### src/rtl/wp_cmd_seq_pkg.sv
package wp_cmd_seq_pkg;
  typedef enum logic [1:0] {
    WC_NONE  = 2'd0,
    WC_CMD   = 2'd1,
    WC_STORE = 2'd2,
    WC_DUMMY = 2'd3
  } wr_class_e;
endpackage

### src/rtl/wp_power_hold.sv
// Holds off writes until the supply-good flag has stayed high long enough.
module wp_power_hold #(
  parameter int PWR_DELAY = 2500000
) (
  input  logic clk,
  input  logic rst,
  input  logic pwr_ok,
  output logic ready
);
  localparam int PWR_W = $clog2(PWR_DELAY + 1);
  localparam logic [PWR_W-1:0] PWR_LIM = PWR_W'(PWR_DELAY);

  logic [PWR_W-1:0] cnt;

  always_ff @(posedge clk) begin
    if (rst || !pwr_ok) begin
      cnt   <= '0;
      ready <= 1'b0;
    end else begin
      if (cnt != PWR_LIM) cnt <= cnt + 1'b1;
      ready <= (cnt == PWR_LIM);
    end
  end
endmodule

### src/rtl/wp_strobe_filter.sv
// Qualifies write strobes by level and width, capturing address and data.
module wp_strobe_filter #(
  parameter int ADDR_W    = 13,
  parameter int DATA_W    = 8,
  parameter int MIN_PULSE = 4
) (
  input  logic              clk,
  input  logic              rst,
  input  logic              ready,
  input  logic              ce_n,
  input  logic              oe_n,
  input  logic              we_n,
  input  logic [ADDR_W-1:0] addr,
  input  logic [DATA_W-1:0] din,
  output logic              ev_valid,
  output logic [ADDR_W-1:0] ev_addr,
  output logic [DATA_W-1:0] ev_data
);
  localparam int CNT_W = $clog2(MIN_PULSE + 1);
  localparam logic [CNT_W-1:0] CNT_LIM = CNT_W'(MIN_PULSE);

  logic              act;
  logic [CNT_W-1:0]  cnt;
  logic [ADDR_W-1:0] a_lat;
  logic [DATA_W-1:0] d_lat;

  // write condition: selected, write strobe low, outputs disabled, power held
  assign act = ~ce_n & ~we_n & oe_n & ready;

  always_ff @(posedge clk) begin
    if (rst) begin
      cnt      <= '0;
      a_lat    <= '0;
      d_lat    <= '0;
      ev_valid <= 1'b0;
      ev_addr  <= '0;
      ev_data  <= '0;
    end else begin
      ev_valid <= 1'b0;
      if (act) begin
        if (cnt == '0) a_lat <= addr;
        d_lat <= din;
        if (cnt != CNT_LIM) cnt <= cnt + 1'b1;
      end else begin
        if (cnt == CNT_LIM && ready) begin
          ev_valid <= 1'b1;
          ev_addr  <= a_lat;
          ev_data  <= d_lat;
        end
        cnt <= '0;
      end
    end
  end
endmodule

### src/rtl/wp_unlock_fsm.sv
// Tracks the unlock sequence and the inter-byte window, classifies writes.
module wp_unlock_fsm
  import wp_cmd_seq_pkg::*;
#(
  parameter int ADDR_W    = 13,
  parameter int DATA_W    = 8,
  parameter int CMD_STEPS = 3,
  parameter int BYTE_GAP  = 25000,
  parameter logic [CMD_STEPS-1:0][ADDR_W-1:0] CMD_ADDR = '0,
  parameter logic [CMD_STEPS-1:0][DATA_W-1:0] CMD_DATA = '0
) (
  input  logic              clk,
  input  logic              rst,
  input  logic              ev_valid,
  input  logic [ADDR_W-1:0] ev_addr,
  input  logic [DATA_W-1:0] ev_data,
  output logic              wr_valid,
  output logic [1:0]        wr_class,
  output logic [ADDR_W-1:0] wr_addr,
  output logic [DATA_W-1:0] wr_data
);
  localparam int STEP_W = $clog2(CMD_STEPS + 1);
  localparam int HIT_N  = 1 << STEP_W;
  localparam int GAP_W  = $clog2(BYTE_GAP + 1);
  localparam logic [GAP_W-1:0]  GAP_LIM  = GAP_W'(BYTE_GAP);
  localparam logic [STEP_W-1:0] STEP_OPEN = STEP_W'(CMD_STEPS);

  logic [STEP_W-1:0] step, eff_step, nstep;
  logic [GAP_W-1:0]  gap;
  logic              expired;
  logic [HIT_N-1:0]  hit;
  wr_class_e         cls;

  genvar gi;
  generate
    for (gi = 0; gi < HIT_N; gi++) begin : g_hit
      if (gi < CMD_STEPS) begin : g_real
        assign hit[gi] = (ev_addr == CMD_ADDR[gi]) && (ev_data == CMD_DATA[gi]);
      end else begin : g_pad
        assign hit[gi] = 1'b0;
      end
    end
  endgenerate

  assign expired  = (gap == GAP_LIM);
  assign eff_step = expired ? '0 : step;

  always_comb begin
    if (eff_step == STEP_OPEN) begin
      cls   = WC_STORE;
      nstep = STEP_OPEN;
    end else if (hit[eff_step]) begin
      cls   = WC_CMD;
      nstep = eff_step + 1'b1;
    end else begin
      cls   = WC_DUMMY;
      nstep = '0;
    end
  end

  always_ff @(posedge clk) begin
    if (rst) begin
      step     <= '0;
      gap      <= '0;
      wr_valid <= 1'b0;
      wr_class <= WC_NONE;
      wr_addr  <= '0;
      wr_data  <= '0;
    end else begin
      wr_valid <= ev_valid;
      wr_class <= ev_valid ? cls : WC_NONE;
      wr_addr  <= ev_valid ? ev_addr : '0;
      wr_data  <= ev_valid ? ev_data : '0;
      if (ev_valid) begin
        step <= nstep;
        gap  <= '0;
      end else if (expired) begin
        step <= '0;
        gap  <= '0;
      end else if (step != '0) begin
        gap <= gap + 1'b1;
      end
    end
  end
endmodule

### src/rtl/wp_cmd_seq.sv
// Top: power hold, strobe qualification, unlock sequencing.
module wp_cmd_seq #(
  parameter int ADDR_W    = 13,
  parameter int DATA_W    = 8,
  parameter int MIN_PULSE = 4,
  parameter int PWR_DELAY = 2500000,
  parameter int BYTE_GAP  = 25000,
  parameter int CMD_STEPS = 3,
  parameter logic [CMD_STEPS-1:0][ADDR_W-1:0] CMD_ADDR =
    {13'h1555, 13'h0AAA, 13'h1555},
  parameter logic [CMD_STEPS-1:0][DATA_W-1:0] CMD_DATA =
    {8'hA0, 8'h55, 8'hAA}
) (
  input  logic              clk,
  input  logic              rst,
  input  logic              pwr_ok,
  input  logic              ce_n,
  input  logic              oe_n,
  input  logic              we_n,
  input  logic [ADDR_W-1:0] addr,
  input  logic [DATA_W-1:0] din,
  output logic              wr_valid,
  output logic [1:0]        wr_class,
  output logic [ADDR_W-1:0] wr_addr,
  output logic [DATA_W-1:0] wr_data
);
  logic              ready;
  logic              ev_valid;
  logic [ADDR_W-1:0] ev_addr;
  logic [DATA_W-1:0] ev_data;

  wp_power_hold #(.PWR_DELAY(PWR_DELAY)) u_hold (
    .clk(clk), .rst(rst), .pwr_ok(pwr_ok), .ready(ready)
  );

  wp_strobe_filter #(
    .ADDR_W(ADDR_W), .DATA_W(DATA_W), .MIN_PULSE(MIN_PULSE)
  ) u_filt (
    .clk(clk), .rst(rst), .ready(ready),
    .ce_n(ce_n), .oe_n(oe_n), .we_n(we_n), .addr(addr), .din(din),
    .ev_valid(ev_valid), .ev_addr(ev_addr), .ev_data(ev_data)
  );

  wp_unlock_fsm #(
    .ADDR_W(ADDR_W), .DATA_W(DATA_W), .CMD_STEPS(CMD_STEPS),
    .BYTE_GAP(BYTE_GAP), .CMD_ADDR(CMD_ADDR), .CMD_DATA(CMD_DATA)
  ) u_fsm (
    .clk(clk), .rst(rst),
    .ev_valid(ev_valid), .ev_addr(ev_addr), .ev_data(ev_data),
    .wr_valid(wr_valid), .wr_class(wr_class),
    .wr_addr(wr_addr), .wr_data(wr_data)
  );
endmodule

### config.mk
export PLATFORM = sky130hd
export DESIGN_NAME = wp_cmd_seq
export DESIGN_NICKNAME = d
export VERILOG_FILES = /design/src/rtl/wp_cmd_seq_pkg.sv /design/src/rtl/wp_power_hold.sv /design/src/rtl/wp_strobe_filter.sv /design/src/rtl/wp_unlock_fsm.sv /design/src/rtl/wp_cmd_seq.sv
export SDC_FILE = /design/constraint.sdc
export NUM_CORES = 1
export LEC_CHECK = 0
export BUFFER_PORTS_ARGS = -buffer_cell sky130_fd_sc_hd__buf_2
export CORE_MARGIN = 2
export CORE_UTILIZATION = 41
export CTS_BUF_LIST = sky130_fd_sc_hd__clkbuf_8 sky130_fd_sc_hd__clkbuf_16
export DETAILED_ROUTE_END_ITERATION = 8
export HOLD_SLACK_MARGIN = 0.08
export PLACE_DENSITY = 0.7
export REMOVE_ABC_BUFFERS = 1
export SYNTH_ARGS = -nofsm -noshare
export SYNTH_HDL_FRONTEND = slang
export SYNTH_HIERARCHICAL = 1
export SYNTH_SLANG_ARGS = --single-unit
### constraint.sdc
create_clock -name clk -period 2.6 [get_ports clk]
set_clock_uncertainty 0.15 [all_clocks]
set_input_delay 0.13 -clock clk [delete_from_list [all_inputs] [get_ports clk]]
set_output_delay 0.13 -clock clk [all_outputs]
set_load 0.01 [all_outputs]
==> results.cfg, run 1 <==
[run_status]
status = finished clean

[clocking]
htreeDepth = 3
clock_sinks = 110
clock_latency_ns = 0.34
cts_buffers = 9
clockRootBuffer = clkbuf_16
cts_tree = done
postCtsSetupRepairBufs = 0
cts_max_path_buffers = 2
clk_pin_slew_ns = 0.07

[yosys]
synth_edf_count = 0
avgSynthCellArea_sq_um = 9.61
ys_seq_area_share_pct = 47.5
synth_flop_cell = dfxtp_1
async_flop_share_pct = 0
synth-seq-cells = 110
syn_inst = 483
synth_area_sq_um = 4640
ys.warnings.count = 6
ys_types = 57

[grt]
grt_pass1_wl_um = 15000
first_global_vias = 3310
antenna_found_initial = 0
grt_max_degree = 74
globalRouteOverflowTotal = 0
track_usage_pct = 15.7

[placement]
hpwl_um = 6360
place_area_sq_um = 5020
io_buffer_count = 50
post-place-ws_ns = 0.285
gp_congestion = 0.787

[power_and_ir_drop]
p_per_area_nw_per_um2 = 567
vdd_drop_max_mv = 0.350
leakagePower_nw = 2.09

[setup_path]
critPathKind = register to register
worstSetupEndpointType = register
critical-path-slowest-cell = or4b_1
crit_path_cell_trace = or4b_1, or4_4, and2_2, ha_1, a22oi_1, o21ai_1
required_ns = 2.68
reg2reg_to = u_fsm/step[1]$_SDFF_PP0_
worst_setup_path_start_kind = register
arrival_ns = 2.40
crit_buf_inv = 0
reg2reg_from = u_fsm/gap[10]$_SDFFE_PP0P_
crit_start = u_fsm/gap[10]$_SDFFE_PP0P_
r2r_slack_ns = 0.28
path_delay_family = simple AND/OR/NAND/NOR gates
worstPathMaxFanout = 4
critPathMaxStageDelay_ns = 0.55
r2r_cells = 6

[final_layout]
layout_commonest_cell = dfxtp_1
final_cell_mix = dfxtp_1 (110), nand2b_1 (57), buf_2 (50)
drive_gt1_share_pct = 15.2
finalNetCount = 588
fill_cells = 1012
fin_util_pct = 50.6
diodes = 0
post-route-cell-area_sq_um = 5540
synthToLayoutAreaGrowth_pct = 19.3

[timing]
worst_pin_slew_ns = 0.850
maxSlewViolCount = 0
timing.final.hold_violations = 0
setup_tns_ns = 0
rsz0062_at_grt = no
period_minus_slack_ns = 2.32
slew_headroom_pct = 43.3
max_freq_mhz = 431
setup_viol = 0
worst_slack_ns = 0.278
fin_crit_sh_pct = 89.3

[routing]
firstDrtPassIters = 4
vias = 3527
drt_iter0_markers = 172
ant_nets = 0
wl_per_cell_um = 13.0
vias_per_cell = 5.05
drc = 0
totalWireLength_um = 9080

[min_path]
holdCritStartpoint = we_n
holdPathStages = 5
hold_end = u_filt/d_lat[6]$_SDFFE_PP0P_
min_path_type = primary input to register

[die]
die_w_um = 110
dieArea_sq_um = 12200
die_y_um = 110
pin_count = 51
fp-row-count = 38
core-area_sq_um = 10900
start_util_pct = 42.4

[job]
cap_violations = 0
-- worst min-delay path: cells and delay by family --
kind | cells | cell delay (ns)
and+or+nand+nor | 2 | 0.11
AOI/OAI and AO/OA | 1 | 0.05
buffers and inverters | 2 | 0.24
-- synthesized netlist by cell type (2+ instances only) --
cell       instances  area share [%]
ha_1               7             1.9
nor3_1            14             1.5
a31o_1             2            0.38
nand2b_1          57             7.7
o21ai_0            4            0.43
nor4b_1            6             1.1
nor2b_1            2            0.27
nand4_1            7            0.94
mux2i_1           35             7.5
nand2_1           31             2.5
or4_1              4            0.65
and2_1            23             3.1
buf_6              3            0.73
buf_2              4            0.43
o21ai_1            6            0.65
o31ai_1            2            0.32
nand4_2            2            0.54
nand4bb_1          2            0.49
inv_1             12            0.97
dfxtp_1          110              47
nand4b_1           2            0.38
nor4_1             3            0.40
nand3b_1           4            0.65
nor2_1            38             3.1
and4_1             3            0.57
a21oi_1           20             2.2
and2_2             2            0.32
and3_1             4            0.54
nand3_1           10             1.1
clkbuf_1          10            0.81
nor4bb_1           3            0.65
xnor2_1           14             2.6
xor2_1            11             2.1
or3_1              3            0.40
-- final cells by class --
type | count | area [sq um] | area share, %
clock buffers | 10 | 239 | 4.32
clock inverters | 6 | 60.1 | 1.08
inverters | 12 | 45.0 | 0.814
multi-input cells | 343 | 2300 | 41.5
flip-flops and latches | 110 | 2200 | 39.8
well taps | 140 | 175 | 3.16
repair buffers | 78 | 515 | 9.31
-- metrics by stage --
step                hold slack [ns]  power, mW  instances
detailed placement            0.237       1.80        661
global route                 0.0985       3.26        699
finish                       0.0893       3.14        699
global placement              0.234       1.80        661
floorplan                    0.0491       1.76        465
CTS                          0.0899       3.18        699
-- cell families (layout without fill, tap and decap cells) --
family                     after synthesis  in the layout  share of synthesized area (%)
xor gates and xnor gates                25             25                           4.72
DFF                                    110            110                           47.5
buffers and inverters                   30            106                           3.02
adders and majority gates                7              7                           1.89
AOI/OAI and AO/OA                       42             42                           5.47
and+or+nand+nor                        234            234                           29.9
muxes                                   35             35                           7.55
-- layer usage --
metal  GRT usage [%]  part of all wire [%]
met1            19.9                    47
met2            25.9                    46
met3            4.88                   5.0
met4            4.38                   1.1
met5               0                     0
-- worst max-delay path by stage --
stage	depth (start not counted)	end
global route	6	u_fsm/step[1]$_SDFF_PP0_
detailed placement	6	u_fsm/step[1]$_SDFF_PP0_
CTS	6	u_fsm/step[1]$_SDFF_PP0_
floorplan	6	u_fsm/step[1]$_SDFF_PP0_
global placement	6	u_fsm/step[1]$_SDFF_PP0_
finish	6	u_fsm/step[1]$_SDFF_PP0_
-- timing repair --
item / 4_1_cts / 5_1_grt
setup endpoints to repair: 0 / 0
resized for setup: 0 / 0
hold buffers: 22 / 0
endpoints found under the hold margin: 22 / 0
-- power by group --
| group | switching, mW | internal (mW) | leakage, nW |
|---|---|---|---|
| registers | 0.00234 | 1.69 | 0.886 |
| clock network | 0.587 | 0.770 | 0.150 |
| logic | 0.0403 | 0.0561 | 1.06 |
-- sequential cells by signal, summed over array words and instances (netlist names) --
signal	count
u_filt/a_lat	13
u_filt/cnt	3
u_filt/d_lat	8
u_filt/ev_addr	13
u_filt/ev_data	8
u_filt/ev_valid	1
u_fsm/gap	15
u_fsm/step	2
u_fsm/wr_addr	13
u_fsm/wr_class	2
u_fsm/wr_data	8
u_fsm/wr_valid	1
u_hold/cnt	22
u_hold/ready	1
Note: power is estimated with default switching activity, not from simulation.
==> inputs of run 2 (changes only) <==
--- a/config.mk
+++ b/config.mk
@@ -8,3 +8,3 @@
 export BUFFER_PORTS_ARGS = -buffer_cell sky130_fd_sc_hd__buf_2
-export CORE_MARGIN = 2
+export CORE_MARGIN = 1.5
 export CORE_UTILIZATION = 41
==> constraint.sdc (replaced) <==
create_clock -name clk -period 2.6 [get_ports clk]
set_clock_uncertainty 0.15 [all_clocks]
set_input_delay 0.78 -clock clk [delete_from_list [all_inputs] [get_ports clk]]
set_output_delay 0.78 -clock clk [all_outputs]
set_load 0.01 [all_outputs]
==> run 2 against run 1 <==
Effect of this change:
- combinational power shrank 23%
- total power down 1.8%
- first-iteration DRC count is 7.6% lower
- critical path type unchanged
==> results.cfg, run 2 (synthesized netlist as in run 1, its figures left out) <==
[grt]
globalRouteOverflowTotal = 0
grt_pass1_wl_um = 15100
track_usage_pct = 16.0
grt_max_degree = 42
antenna_found_initial = 0
first_global_vias = 3347

[clocking]
clk_pin_slew_ns = 0.07
clock_latency_ns = 0.34
postCtsSetupRepairBufs = 0
cts_tree = done
clockRootBuffer = clkbuf_16
cts_resized = 0
cts_max_path_buffers = 2
clock_sinks = 110
cts_hold_buffers = 0
cts_buffers = 9
htreeDepth = 3

[die]
dieArea_sq_um = 12000
die_y_um = 109
fp-row-count = 38
pin_count = 51
die_w_um = 109
core-area_sq_um = 10900
start_util_pct = 42.4

[power_and_ir_drop]
totalPowerFinal_mw = 3.08
p_per_area_nw_per_um2 = 580
leakagePower_nw = 2.00
vdd_drop_max_mv = 0.553

[timing]
fin_crit_sh_pct = 90.6
setup_tns_ns = 0
slew_headroom_pct = 24.1
rsz0062_at_grt = no
max_freq_mhz = 424
period_minus_slack_ns = 2.36
timing.final.hold_violations = 0
worst_slack_ns = 0.244
maxSlewViolCount = 0
worst_pin_slew_ns = 1.13
setup_viol = 0

[final_layout]
finalNetCount = 567
post-route-cell-area_sq_um = 5320
fin_util_pct = 48.6
synthToLayoutAreaGrowth_pct = 14.6
diodes = 0
layout_commonest_cell = dfxtp_1
final_cell_mix = dfxtp_1 (110), nand2b_1 (57), buf_2 (50)
drive_gt1_share_pct = 16.2
regMostFlops = u_hold/cnt
largest_register_ff_count = 22
top_regs = u_hold/cnt (22), u_fsm/gap (15)

[min_path]
min_path_type = register to register

[job]
cap_violations = 0

[setup_path]
arrival_ns = 2.44
crit_path_cell_trace = or4b_1, or4_4, and2_2, ha_1, a22oi_1, o21ai_1
crit_buf_inv = 0
worst_setup_path_start_kind = register
required_ns = 2.68
worstSetupEndpointType = register
worstPathMaxFanout = 4
critical-path-slowest-cell = or4b_1
critPathMaxStageDelay_ns = 0.56
critPathKind = register to register
path_delay_family = simple AND/OR/NAND/NOR gates

[routing]
drc = 0
totalWireLength_um = 8880
vias = 3401
ant_nets = 0
drt_iter0_markers = 159
vias_per_cell = 5.02
wl_per_cell_um = 13.1
firstDrtPassIters = 4

[placement]
place_area_sq_um = 5020
hpwl_um = 6410
io_buffer_count = 50
gp_congestion = 0.782
post-place-ws_ns = 0.207

[run_status]
status = finished clean
## run 2: cell count changes in the layout (fill, tap and decap cells not counted), sizes merged
cell	delta
buf	+1
bufinv	-1
clkbuf	+2
dlygate4sd3	-22
inv	-1
## run 2: path summary, 6_finish.rpt
path | slack (ns) | start | endpoint | cells past startpoint
hold / removal | 0.31 | u_filt/d_lat[2]$_SDFFE_PP0P_ | u_filt/d_lat[2]$_SDFFE_PP0P_ | 2
setup / recovery | 0.24 | u_fsm/gap[10]$_SDFFE_PP0P_ | u_fsm/step[1]$_SDFF_PP0_ | 6
setup reg to reg | 0.24 | u_fsm/gap[10]$_SDFFE_PP0P_ | u_fsm/step[1]$_SDFF_PP0_ | 6
hold reg to reg | 0.31 | u_filt/d_lat[2]$_SDFFE_PP0P_ | u_filt/d_lat[2]$_SDFFE_PP0P_ | 2
## run 2: metrics by stage
step           std cells  hold slack [ns]
2_1_floorplan        465            0.281
3_3_place_gp         662            0.296
3_5_place_dp         662            0.299
4_1_cts              678            0.312
5_1_grt              678            0.332
6_report             678            0.310
## run 2: layout make-up
cell class / instances / area, sq um
fill: 1059 / 5620
multi-input combinational: 343 / 2300
sequential: 110 / 2200
timing repair buffer: 57 / 303
clock buffer: 12 / 267
tap: 140 / 175
inverter: 12 / 45.0
clock inverter: 4 / 28.8
## run 2: power breakdown
| group | internal [mW] | switching [mW] | total (mW) |
|---|---|---|---|
| logic | 0.0363 | 0.0379 | 0.0742 |
| registers | 1.69 | 0.00225 | 1.69 |
| clock network | 0.732 | 0.591 | 1.32 |
| total | 2.45 | 0.631 | 3.08 |
## run 2: worst reg2reg max path: stages (launching register included)
cell,delay [ns]
dfxtp_1,0.34
or4b_1,0.56
or4_4,0.45
and2_2,0.24
ha_1,0.24
a22oi_1,0.18
o21ai_1,0.08
## run 2: per-layer routing
layer	up-vias	global-route usage, %	wire, um
met5	-	0	0
met4	0	5.01	75
met3	6	4.56	382
met2	55	26.7	4080
met1	1585	19.9	4340
li1	1755	-	-
==> inputs of run 3 (changes only) <==
Settings changed: PLACE_DENSITY 0.7 to 0.61.
Clock period 2.6 ns to 2.3 ns, I/O delays scaled along.
==> run 3 against run 2 <==
Effect of this change:
- count of clock-buffer cells in the layout down 2
- critical path depth did not move
- largest cell class unchanged
- first-iteration DRC count shrank 31%
- combinational power increased by 16%
==> results.cfg, run 3 (synthesized netlist as in run 1, its figures left out) <==
[run_status]
status = finished clean

[setup_path]
required_ns = 2.38
worstPathMaxFanout = 4
worst_setup_path_start_kind = register
arrival_ns = 2.32
worstSetupEndpointType = register
critPathKind = register to register

[die]
start_util_pct = 42.4
dieArea_sq_um = 12000
pin_count = 51
die_w_um = 109
die_y_um = 109
fp-row-count = 38
core-area_sq_um = 10900

[job]
cap_violations = 0

[routing]
totalWireLength_um = 9160
drt_iter0_markers = 110
wl_per_cell_um = 13.4
firstDrtPassIters = 4
vias_per_cell = 5.06
drc = 0
ant_nets = 0
vias = 3464

[grt]
track_usage_pct = 16.3
grt_pass1_wl_um = 15200
antenna_found_initial = 0
grt_max_degree = 74
globalRouteOverflowTotal = 0
first_global_vias = 3259

[clocking]
cts_tree = done
clockRootBuffer = clkbuf_16
cts_max_path_buffers = 2
clk_pin_slew_ns = 0.07
clock_latency_ns = 0.35
cts_resized = 0
clock_sinks = 110
htreeDepth = 3
cts_hold_buffers = 0
cts_buffers = 9
postCtsSetupRepairBufs = 0

[final_layout]
diodes = 0
finalNetCount = 574
synthToLayoutAreaGrowth_pct = 16.6
final_cells = 684
regMostFlops = u_hold/cnt
layout_commonest_cell = dfxtp_1
drive_gt1_share_pct = 17.1
top_regs = u_hold/cnt (22), u_fsm/gap (15)
largest_register_ff_count = 22
final_cell_mix = dfxtp_1 (110), nand2b_1 (57), buf_2 (50)
post-route-cell-area_sq_um = 5410

[placement]
gp_congestion = 0.805
post-place-ws_ns = 0.0245
io_buffer_count = 50
place_area_sq_um = 5110
hpwl_um = 6530
dp.cells = 669

[power_and_ir_drop]
totalPowerFinal_mw = 3.53
p_per_area_nw_per_um2 = 652
vdd_drop_max_mv = 0.443
leakagePower_nw = 2.05

[timing]
rsz0062_at_grt = yes
worst_pin_slew_ns = 0.690
worst_slack_ns = 0.0612
maxSlewViolCount = 0
setup_tns_ns = 0
period_minus_slack_ns = 2.24
fin_crit_sh_pct = 97.3
timing.final.hold_violations = 0
max_freq_mhz = 447
setup_viol = 0
slew_headroom_pct = 53.8

[min_path]
min_path_type = register to register
-- run 3: worst max-delay path: stages (launching register included) --
cell	delay, ns
dfxtp_1	0.33
or4b_4	0.52
or4_4	0.45
and2_2	0.22
ha_1	0.20
a22oi_1	0.16
o21ai_1	0.08
-- run 3: final timing paths --
kind	startpoint	endpoint	slack, ns	cells past startpoint
worst max-delay path	u_fsm/gap[11]$_SDFFE_PP0P_	u_fsm/step[1]$_SDFF_PP0_	0.06	6
worst min-delay path	u_filt/d_lat[6]$_SDFFE_PP0P_	u_filt/d_lat[6]$_SDFFE_PP0P_	0.31	2
worst max register to register	u_fsm/gap[11]$_SDFFE_PP0P_	u_fsm/step[1]$_SDFF_PP0_	0.06	6
worst min register to register	u_filt/d_lat[6]$_SDFFE_PP0P_	u_filt/d_lat[6]$_SDFFE_PP0P_	0.31	2
-- run 3: area by class of cell --
| class | count | area, sq um |
|---|---|---|
| Timing Repair Buffer | 64 | 393 |
| Multi-Input combinational cell | 343 | 2300 |
| Clock buffer | 10 | 239 |
| Sequential cell | 110 | 2200 |
| Clock inverter | 5 | 51.3 |
| Tap cell | 140 | 175 |
| Inverter | 12 | 45.0 |
| Fill cell | 1074 | 5530 |
-- run 3: power breakdown --
part           leakage (nW)  total, mW  internal [mW]  switching, mW
clock                 0.146       1.53          0.860          0.671
combinational          1.02     0.0862         0.0444         0.0418
sequential            0.886       1.91           1.91        0.00251
total                  2.05       3.53           2.81          0.716
-- run 3: layer usage --
layer  vias up  share of wire (%)  GRT usage, %
met5         -                  0             0
met4         0                2.5          8.35
met3        17                3.8          3.85
met2        47                 47          26.6
met1      1631                 47          20.0
li1       1769                  -             -
-- run 3: per-stage QoR --
stage / hold WS, ns / util (%)
floorplan: 0.281 / -
global placement: 0.299 / 46.8
detailed placement: 0.302 / 46.8
CTS: 0.311 / 49.4
global route: 0.329 / 49.5
finish: 0.308 / 49.5
